**config.mk**
```make
export PLATFORM = sky130hd
export DESIGN_NAME = ilv_block_interleaver
export DESIGN_NICKNAME = d
export VERILOG_FILES = /design/src/rtl/ilv_pkg.sv /design/src/rtl/ilv_datapath.sv /design/src/rtl/ilv_ctrl.sv /design/src/rtl/ilv_block_interleaver.sv
export SDC_FILE = /design/constraint.sdc
export NUM_CORES = 2
export LEC_CHECK = 0
export BUFFER_PORTS_ARGS = -buffer_cell sky130_fd_sc_hd__buf_2
export CAP_MARGIN = 15
export CORE_AREA = 2 2 690 692
export DETAILED_ROUTE_END_ITERATION = 8
export DIE_AREA = 0 0 692 694
export GPL_TIMING_DRIVEN = 0
export PLACE_DENSITY_LB_ADDON = 0.05
export SETUP_SLACK_MARGIN = 0.2
export SKIP_CTS_REPAIR_TIMING = 1
export SLEW_MARGIN = 15
export SYNTH_ARGS = -nofsm -noshare
export SYNTH_HDL_FRONTEND = slang
export SYNTH_HIERARCHICAL = 1
export SYNTH_SLANG_ARGS = --single-unit
```
**constraint.sdc**
```tcl
create_clock -name clk -period 10.29 [get_ports clk]
set_clock_uncertainty 0.2 [all_clocks]
set_input_delay 1.029 -clock clk [delete_from_list [all_inputs] [get_ports clk]]
set_output_delay 1.029 -clock clk [all_outputs]
set_load 0.05 [all_outputs]
```
**src/rtl/ilv_pkg.sv**
```systemverilog
package ilv_pkg;

  // strobes from control to datapath
  typedef struct packed {
    logic wrEn;    // write the input sample this cycle
    logic wrBank;  // bank being filled
    logic rdBank;  // bank being drained
    logic rdBusy;  // drained bank holds a complete block
  } ilv_strobe_t;

  // clamp a requested dimension into 1..maxV
  function automatic int unsigned clampDim(int unsigned v, int unsigned maxV);
    if (v == 0) return 1;
    if (v > maxV) return maxV;
    return v;
  endfunction

endpackage

```
**src/rtl/ilv_datapath.sv**
```systemverilog
module ilv_datapath #(
  parameter int DATA_W = 8,
  parameter int DEPTH  = 256,
  parameter int ADDR_W = 8
) (
  input  logic                 clk,
  input  logic                 rstN,
  input  ilv_pkg::ilv_strobe_t strb,
  input  logic [ADDR_W-1:0]    wrAddr,
  input  logic [DATA_W-1:0]    wrData,
  input  logic [ADDR_W-1:0]    rdAddr,
  output logic [DATA_W-1:0]    rdData
);

  logic [DATA_W-1:0] bankData [2];

  for (genvar b = 0; b < 2; b++) begin : g_bank
    logic [DATA_W-1:0] mem [DEPTH];

    always_ff @(posedge clk) begin
      if (strb.wrEn && (strb.wrBank == 1'(b))) mem[wrAddr] <= wrData;
    end

    assign bankData[b] = mem[rdAddr];
  end

  assign rdData = bankData[strb.rdBank];

  // a bank being drained is never written, so held output data stays put
  a_r5_no_clobber: assert property (@(posedge clk) disable iff (!rstN)
    (strb.wrEn && strb.rdBusy) |-> (strb.wrBank != strb.rdBank));

endmodule

```
**src/rtl/ilv_ctrl.sv**
```systemverilog
module ilv_ctrl #(
  parameter int MAX_DIM = 16,
  parameter int DIM_W   = 5,
  parameter int ADDR_W  = 8
) (
  input  logic                 clk,
  input  logic                 rstN,
  input  logic                 flush,
  input  logic [DIM_W-1:0]     cfgRows,
  input  logic [DIM_W-1:0]     cfgCols,
  input  logic                 inValid,
  output logic                 inReady,
  input  logic                 outReady,
  output logic                 outValid,
  output logic                 outLast,
  output logic                 cfgErr,
  output ilv_pkg::ilv_strobe_t strb,
  output logic [ADDR_W-1:0]    wrAddr,
  output logic [ADDR_W-1:0]    rdAddr
);

  localparam int PROD_W = 2 * DIM_W;
  localparam logic [DIM_W-1:0] MAX_V = DIM_W'(MAX_DIM);

  logic [DIM_W-1:0]  reqRows, reqCols, curRows, curCols, wrRows, wrCols;
  logic [ADDR_W-1:0] wrCnt;
  logic              wrBank, rdBank;
  logic [1:0]        full;
  logic [DIM_W-1:0]  bankRows [2];
  logic [DIM_W-1:0]  bankCols [2];
  logic [DIM_W-1:0]  rdRow, rdCol, rdRows, rdCols;
  logic [PROD_W-1:0] blkLast, rdProd;
  logic              inFire, outFire, blkDone, rowEnd, colEnd;

  // ---------------- write side ----------------
  always_comb begin
    reqRows = DIM_W'(ilv_pkg::clampDim(32'(cfgRows), MAX_DIM));
    reqCols = DIM_W'(ilv_pkg::clampDim(32'(cfgCols), MAX_DIM));
    // dimensions follow the inputs only while no sample of the block is held
    curRows = (wrCnt == '0) ? reqRows : wrRows;
    curCols = (wrCnt == '0) ? reqCols : wrCols;
    blkLast = PROD_W'(curRows) * PROD_W'(curCols) - PROD_W'(1);
  end

  assign inReady = !flush && !full[wrBank];
  assign inFire  = inValid && inReady;
  assign blkDone = inFire && (PROD_W'(wrCnt) == blkLast);
  assign wrAddr  = wrCnt;

  always_ff @(posedge clk or negedge rstN) begin
    if (!rstN) begin
      wrCnt  <= '0;
      wrBank <= 1'b0;
      wrRows <= DIM_W'(1);
      wrCols <= DIM_W'(1);
      for (int b = 0; b < 2; b++) begin
        bankRows[b] <= DIM_W'(1);
        bankCols[b] <= DIM_W'(1);
      end
    end else begin
      wrRows <= curRows;
      wrCols <= curCols;
      if (flush) begin
        wrCnt <= '0;
      end else if (blkDone) begin
        wrCnt            <= '0;
        wrBank           <= ~wrBank;
        bankRows[wrBank] <= curRows;
        bankCols[wrBank] <= curCols;
      end else if (inFire) begin
        wrCnt <= wrCnt + ADDR_W'(1);
      end
    end
  end

  // ---------------- read side ----------------
  always_comb begin
    rdRows   = bankRows[rdBank];
    rdCols   = bankCols[rdBank];
    outValid = full[rdBank];
    rowEnd   = (rdRow == rdRows - DIM_W'(1));
    colEnd   = (rdCol == rdCols - DIM_W'(1));
    outLast  = outValid && rowEnd && colEnd;
    outFire  = outValid && outReady;
    rdProd   = PROD_W'(rdRow) * PROD_W'(rdCols) + PROD_W'(rdCol);
    rdAddr   = ADDR_W'(rdProd);
  end

  always_ff @(posedge clk or negedge rstN) begin
    if (!rstN) begin
      rdRow  <= '0;
      rdCol  <= '0;
      rdBank <= 1'b0;
    end else if (outFire) begin
      if (rowEnd) begin
        rdRow <= '0;
        if (colEnd) begin
          rdCol  <= '0;
          rdBank <= ~rdBank;
        end else begin
          rdCol <= rdCol + DIM_W'(1);
        end
      end else begin
        rdRow <= rdRow + DIM_W'(1);
      end
    end
  end

  // bank occupancy: the write side sets, the read side clears
  always_ff @(posedge clk or negedge rstN) begin
    if (!rstN) begin
      full <= '0;
    end else begin
      for (int b = 0; b < 2; b++) begin
        if (blkDone && (wrBank == 1'(b))) full[b] <= 1'b1;
        else if (outFire && outLast && (rdBank == 1'(b))) full[b] <= 1'b0;
      end
    end
  end

  // ---------------- configuration error ----------------
  always_ff @(posedge clk or negedge rstN) begin
    if (!rstN) cfgErr <= 1'b0;
    else cfgErr <= (cfgRows == '0) || (cfgRows > MAX_V) ||
                   (cfgCols == '0) || (cfgCols > MAX_V);
  end

  assign strb = '{wrEn: inFire, wrBank: wrBank, rdBank: rdBank, rdBusy: outValid};

  // ---------------- assertions ----------------
  a_r5_hold_output: assert property (@(posedge clk) disable iff (!rstN)
    (outValid && !outReady) |=> (outValid && $stable(rdAddr) && $stable(outLast)));

  a_r6_flush_empties: assert property (@(posedge clk) disable iff (!rstN)
    flush |=> (wrCnt == '0));

  a_r3_full_on_done: assert property (@(posedge clk) disable iff (!rstN)
    blkDone |=> full[$past(wrBank)]);

  a_r8_last_switches: assert property (@(posedge clk) disable iff (!rstN)
    (outFire && outLast) |=> (rdBank != $past(rdBank)));

  a_r1_block_continues: assert property (@(posedge clk) disable iff (!rstN)
    (outFire && !outLast) |=> outValid);

  a_r10_dims_legal: assert property (@(posedge clk) disable iff (!rstN)
    outValid |-> (rdRows >= DIM_W'(1) && rdRows <= MAX_V &&
                  rdCols >= DIM_W'(1) && rdCols <= MAX_V));

endmodule

```
**src/rtl/ilv_block_interleaver.sv**
```systemverilog
module ilv_block_interleaver #(
  parameter int DATA_W  = 8,
  parameter int MAX_DIM = 16,
  localparam int DIM_W  = $clog2(MAX_DIM + 1),
  localparam int DEPTH  = MAX_DIM * MAX_DIM,
  localparam int ADDR_W = (DEPTH > 1) ? $clog2(DEPTH) : 1
) (
  input  logic              clk,
  input  logic              rstN,
  input  logic              flush,
  input  logic [DIM_W-1:0]  cfgRows,
  input  logic [DIM_W-1:0]  cfgCols,
  input  logic              inValid,
  input  logic [DATA_W-1:0] inData,
  output logic              inReady,
  output logic              outValid,
  output logic [DATA_W-1:0] outData,
  output logic              outLast,
  input  logic              outReady,
  output logic              cfgErr
);

  ilv_pkg::ilv_strobe_t strb;
  logic [ADDR_W-1:0]    wrAddr, rdAddr;

  ilv_ctrl #(.MAX_DIM(MAX_DIM), .DIM_W(DIM_W), .ADDR_W(ADDR_W)) i_ctrl (
    .clk(clk), .rstN(rstN), .flush(flush),
    .cfgRows(cfgRows), .cfgCols(cfgCols),
    .inValid(inValid), .inReady(inReady),
    .outReady(outReady), .outValid(outValid), .outLast(outLast),
    .cfgErr(cfgErr), .strb(strb), .wrAddr(wrAddr), .rdAddr(rdAddr)
  );

  ilv_datapath #(.DATA_W(DATA_W), .DEPTH(DEPTH), .ADDR_W(ADDR_W)) i_data (
    .clk(clk), .rstN(rstN), .strb(strb),
    .wrAddr(wrAddr), .wrData(inData),
    .rdAddr(rdAddr), .rdData(outData)
  );

endmodule

```
**Yosys cells after proc, flatten, opt, wreduce, memory -nomap -nowiden**

Memories as Yosys holds them, arrays and structs flattened.
Index checks and enable logic that the tools add are counted.

- Add/subtract/negate cells: 7
- Multipliers: 2
- Order comparisons: 9
- Equality and inequality tests: 3
- Mux-type cells: 46
- Bitwise operators: 5
- Reduce and logical (&&, ||, !) cells: 28

Operator list:

| cell | number |
|---|---|
| 5-bit 2-to-1 mux | 17 |
| 8-bit 2-to-1 mux | 6 |
| 10-bit bitwise mux | 2 |
| 5-bit greater-than comparator, second input constant | 4 |
| 1-bit 2-to-1 mux | 20 |
| 1-bit logical AND | 14 |
| 5-bit by 1-bit adder with 5-bit output, second input constant | 2 |
| 5-bit == test | 2 |
| 8-bit by 10-bit == test with 1-bit output | 1 |
| 5-bit zero test | 2 |
| 5-bit by 5-bit multiplier with 10-bit output | 1 |
| 10-bit by 1-bit subtractor with 10-bit output, second input constant | 1 |
| 5-bit by 1-bit subtractor with 5-bit output, second input constant | 2 |
| 8-bit by 1-bit adder with 8-bit output, second input constant | 1 |
| 8-bit by 5-bit adder with 8-bit output | 1 |
| 8-bit zero test | 1 |
| 5-bit by 5-bit multiplier with 8-bit output | 1 |
| 5-bit demux with 1-bit select | 1 |
| 2-bit greater-or-equal comparator, second input constant | 2 |
| 1-bit by 2-bit less-than comparator with 1-bit output, second input constant | 2 |
| 1-bit NOT with 2-bit output | 2 |
| 2-bit AND reduction | 2 |
| 2-bit nonzero test | 2 |
| 1-bit logical OR | 3 |
| 5 further kinds | 8 |

- Register bits after elaboration: 53
- Bits in writable memories: 4,096
- Input bits: 23
- Output and inout bits: 12
- Word-level logic and storage cells: 116
- Memories kept: 2

Memories:

| memory | depth | width | read ports | clocked after Yosys merged registers in | write ports | RTL line | RTL |
|---|---|---|---|---|---|---|---|
| i_data.g_bank[0].mem | 256 | 8 | 1 | 0 | 1 | ilv_datapath.sv:18 | `logic [DATA_W-1:0] mem [DEPTH];` |
| i_data.g_bank[1].mem | 256 | 8 | 1 | 0 | 1 | ilv_datapath.sv:18 |  |

**Longest topological paths before layout**

- Depth after elaboration: 12
- Mapped depth: 24
- Depth with buffers taken out: 21

**Cells and area by module**

The synthesis kept the hierarchy.

Modules (own cells, without submodules):

| module | times used | cells an instance | area an instance (sq um) |
|---|---|---|---|
| ilv_datapath | 1 | 8,034 | 159,854.6 |
| ilv_ctrl | 1 | 497 | 4,873.4 |

**Worst setup path before layout**

No wires, ideal clock.

- Path kind: reg2out
- Start: reg i_ctrl.rdBank
- End: out outData[3]
- Data arrival time: 5.419 ns
- Required time: 9.061 ns
- Path slack: 3.642 ns
- Cell stages (with the launch flop): 23
- Path through: dfrtp_1 -> buf_6 -> mux2_1 -> and2_1 -> fa_1 -> fa_1 -> inv_1 -> fa_1 -> inv_1 -> ha_1 -> inv_1 -> o21bai_1 -> a21oi_1 -> xnor2_1 -> or3_1 -> or2_2 -> clkbuf_1 -> buf_2 -> nor3_1 -> nor4_1 -> o311ai_0 -> nor4_1 -> o2111a_1

- Longest elaborated chain between the ends: 10

RTL lines:

| element | RTL line | RTL |
|---|---|---|
| from (decl) | ilv_ctrl.sv:27 | `logic wrBank, rdBank;` |
| from (signal assigned) | ilv_ctrl.sv:99 | `rdBank <= ~rdBank;` |
| 1-bit NOT with 2-bit output (implied by the code) (*) | ilv_ctrl.sv:79 | `rdCols = bankCols[rdBank];` |
| 5-bit 2-to-1 mux (implied by the code) (*) (3 in series) | ilv_ctrl.sv:79 |  |
| 5-bit by 5-bit multiplier with 8-bit output (*) | ilv_ctrl.sv:85 | `rdProd = PROD_W'(rdRow) * PROD_W'(rdCols) + PROD_W'(rdCol);` |
| 8-bit by 5-bit adder with 8-bit output (*) | ilv_ctrl.sv:85 |  |
| named net rdAddr[7] | ilv_block_interleaver.sv:24 | `logic [ADDR_W-1:0] wrAddr, rdAddr;` |
| memory 256 x 8 bit | -- |  |
| 8-bit 2-to-1 mux (implied by the code) (*) (3 in series) | ilv_datapath.sv:27 | `assign rdData = bankData[strb.rdBank];` |
| to (decl) | ilv_block_interleaver.sv:17 | `output logic [DATA_W-1:0] outData,` |

The timed path passes the listed nets; every way through them passes the cells marked *. The select of a mux whose other input is x is not followed.

**Worst setup path after layout**

- Start: reg i_ctrl.rdBank
- End: out outData[0]

The elaborated chain is that of the path after synthesis.

==> results.md <==
* Top Usage Layer GRT: met2
* Initial antenna violation count at 100
* Final Hold Fails at 0
* Clock Sinks at 4149
* Slowest cell delay on critical path at 0.96 ns
* DRT iter0 DRCs at 15600
* Leak pwr at about 57 nW
* Reg2reg setup slack at 3.81 ns
* Clk_lat worst skew at ~1.0 ns
* Maximum number of pins on one net before global-route repair at 121
* Critical path required time at roughly 9.1 ns
* Startpoint class of the critical path: register
* Syn_nets at about 8600
* CTS clock-pin slew for the worst setup and hold paths at around 0.06 ns
* Hold_sp: flush
* Total Power at 0.0353 W
* Fmax at around 98 MHz
* Ys Warns at 6
* Setup violations, final at 0
* Syn Area/Cell at 19.3 um^2
* MaxCap Viol Count at 0
* Max-Slew Margin vs Limit at 0.0302
* Initial Util at 0.348
* Die Footprint at between 400000 and 500000 um^2
* WHS Path Cells at 2
* Crit. End Element: output port
* Layout Cell Area excl Fill at between 150000 and 200000 um^2
* Netlist Area Pre-Place at approximately 160000 um^2
* CTS tree: yes
* TritonCTS buffer count at around 450
* Residual DRC at 0
* Cell Area, Placed at around 180000 um^2
* Status: complete, no violations
* Chip width at around 690 um
* DR pass1 iterations at 6
* Global Route Usage Sum at 0.296
* Actual slew at the worst max-slew pin at around 1.4 ns
* WL/cell at ~46 um
* Layout cells sized above 1 at 0.211
* Crit Path Class: reg2out
* Chip Height at slightly below 700 um
* DP HPWL at roughly 530000 um
* Fin nets at 9266
* Final Core Density at 0.404
* Minimum clock period at slightly above 10 ns
* R2R depth at 19
* GR Util met3 at 0.0548
* Maximum vdd drop at about 0.17 mV
* Vias in the first global route at 91000
* Post-route ant nets at 0
* H-Tree Depth at 5
* Via count at 95900
* Hold crit path type: in2reg
* Unrepaired setup endpoints after global routing: true
* First-pass GRT wire length at between 900000 and 1000000 um
* Slowest-stage cell, CP: clkbuf_1
* Core area at about 470000 um^2
* Fin. max-slew vios at 0
* CP Cell Sequence: buf_6 > mux2i_2 > nor2b_1 > fa_1 > ha_1 > ha_1 > ha_2 > nand2b_1 > buf_2 > clkbuf_1 > clkbuf_2 > o221ai_1 > a21oi_1 > o21ai_0 > nand4_1 > nand2_2 > o2111a_1 > buf_2
* Fin Hold WS at roughly 0.06 ns
* Post-synthesis cell count at 8530
* Final WL at between 700000 and 800000 um
* CTS max path bufs at 4
* Setup TNS at 0 ns
* Overflow after GRT at 0
* Crit. Startpoint: i_ctrl/rdBank
* FP Rows at 253
* Met2 Use GR at 0.457
* # IOs at 35
* RD Place Congestion at around 1.0
* Critical Path AT at 9.02 ns
* Origin of the critical flop-to-flop path: i_ctrl/wrAddr[0]
* Fin crit share at 0.996
* Port buffer count at 34
* Critical-path maximum fanout at 10
* Area Overhead vs Synth at 16.1%
* PwrDens at roughly 180 nW/um^2
* DR vias/cell at just over 6
* Met1 usage at 0.399
* Clock root buffer: clkbuf_16
final cells by class:
cell class / count / area, um^2
clock inverters: 255 / 2210
diodes: 48 / 120
plain buffers: 531 / 3400
well taps: 6247 / 7820
clock buffers: 568 / 11900
inverters: 61 / 229
repair buffers: 192 / 3740
fillers: 42300 / 282000
flip-flops and latches: 4149 / 124000
multi-input cells: 3789 / 37500
worst paths after layout:
check	end
max	outData[0]
min	i_ctrl/wrAddr[1]
max reg2reg	i_ctrl/bankCols[9]
min reg2reg	i_ctrl/bankRows[6]
max in group asynchronous	i_ctrl/bankCols[1]
min in group asynchronous	i_ctrl/rdRow[4]
cells in the final DEF, fill, tap and decap left out, types with 85 or more instances in the layout:
cell type,count
mux4_2,654
clkbuf_16,458
nor3_1,116
clkbuf_2,129
a21oi_1,198
buf_6,85
buf_16,85
edfxtp_1,4096
clkinv_2,88
o221ai_1,371
clkinv_1,108
nand2_1,126
o21ai_0,100
clkbuf_1,220
buf_2,116
mux2i_1,808
nor2_1,612
o22ai_1,165
per-layer routing:
metal	share of wire	vias up	routed length (um)
met5	0.00017	-	123
met4	0.061	20	44400
met3	0.091	1216	66000
met2	0.45	5772	328000
met1	0.40	52300	287000
li1	-	36600	-
through the flow:
step | std cells | worst slack (ns)
2_1_floorplan | 8530 | 3.64
3_3_place_gp | 14800 | -3.58
3_5_place_dp | 15000 | -0.410
4_1_cts | 15800 | -1.58
5_1_grt | 15800 | 0.0935
6_report | 15800 | 0.0450
worst max-delay path, delay by kind of cell (launching register included):
kind	cells	cell delay, ns
buffers and inverters	5	2.53
AO/OA/AOI/OAI	4	1.90
adder cells (fa/ha/maj)	4	1.68
AND/OR/NAND/NOR	4	0.78
flip-flops	1	0.54
multiplexers	1	0.47
flip-flops by register name, indices dropped and copies added (netlist names):
signal and cells:
i_ctrl/rdBank 1, i_ctrl/rdRow 5, i_ctrl/rdCol 5, i_ctrl/wrBank 1
i_ctrl/full 2, i_ctrl/wrAddr 8, i_data/g_bank.mem 4096, i_ctrl/bankRows 10
i_ctrl/bankCols 10, i_ctrl/wrRows 5, i_ctrl/wrCols 5, i_ctrl/cfgErr 1
where the power goes:
| part | switching [W] | internal, W |
|---|---|---|
| logic | 0.000706 | 0.000211 |
| clock network | 0.00693 | 0.00886 |
| registers | 0.00000718 | 0.0186 |
No activity file was read; power rests on OpenSTA's default activity.
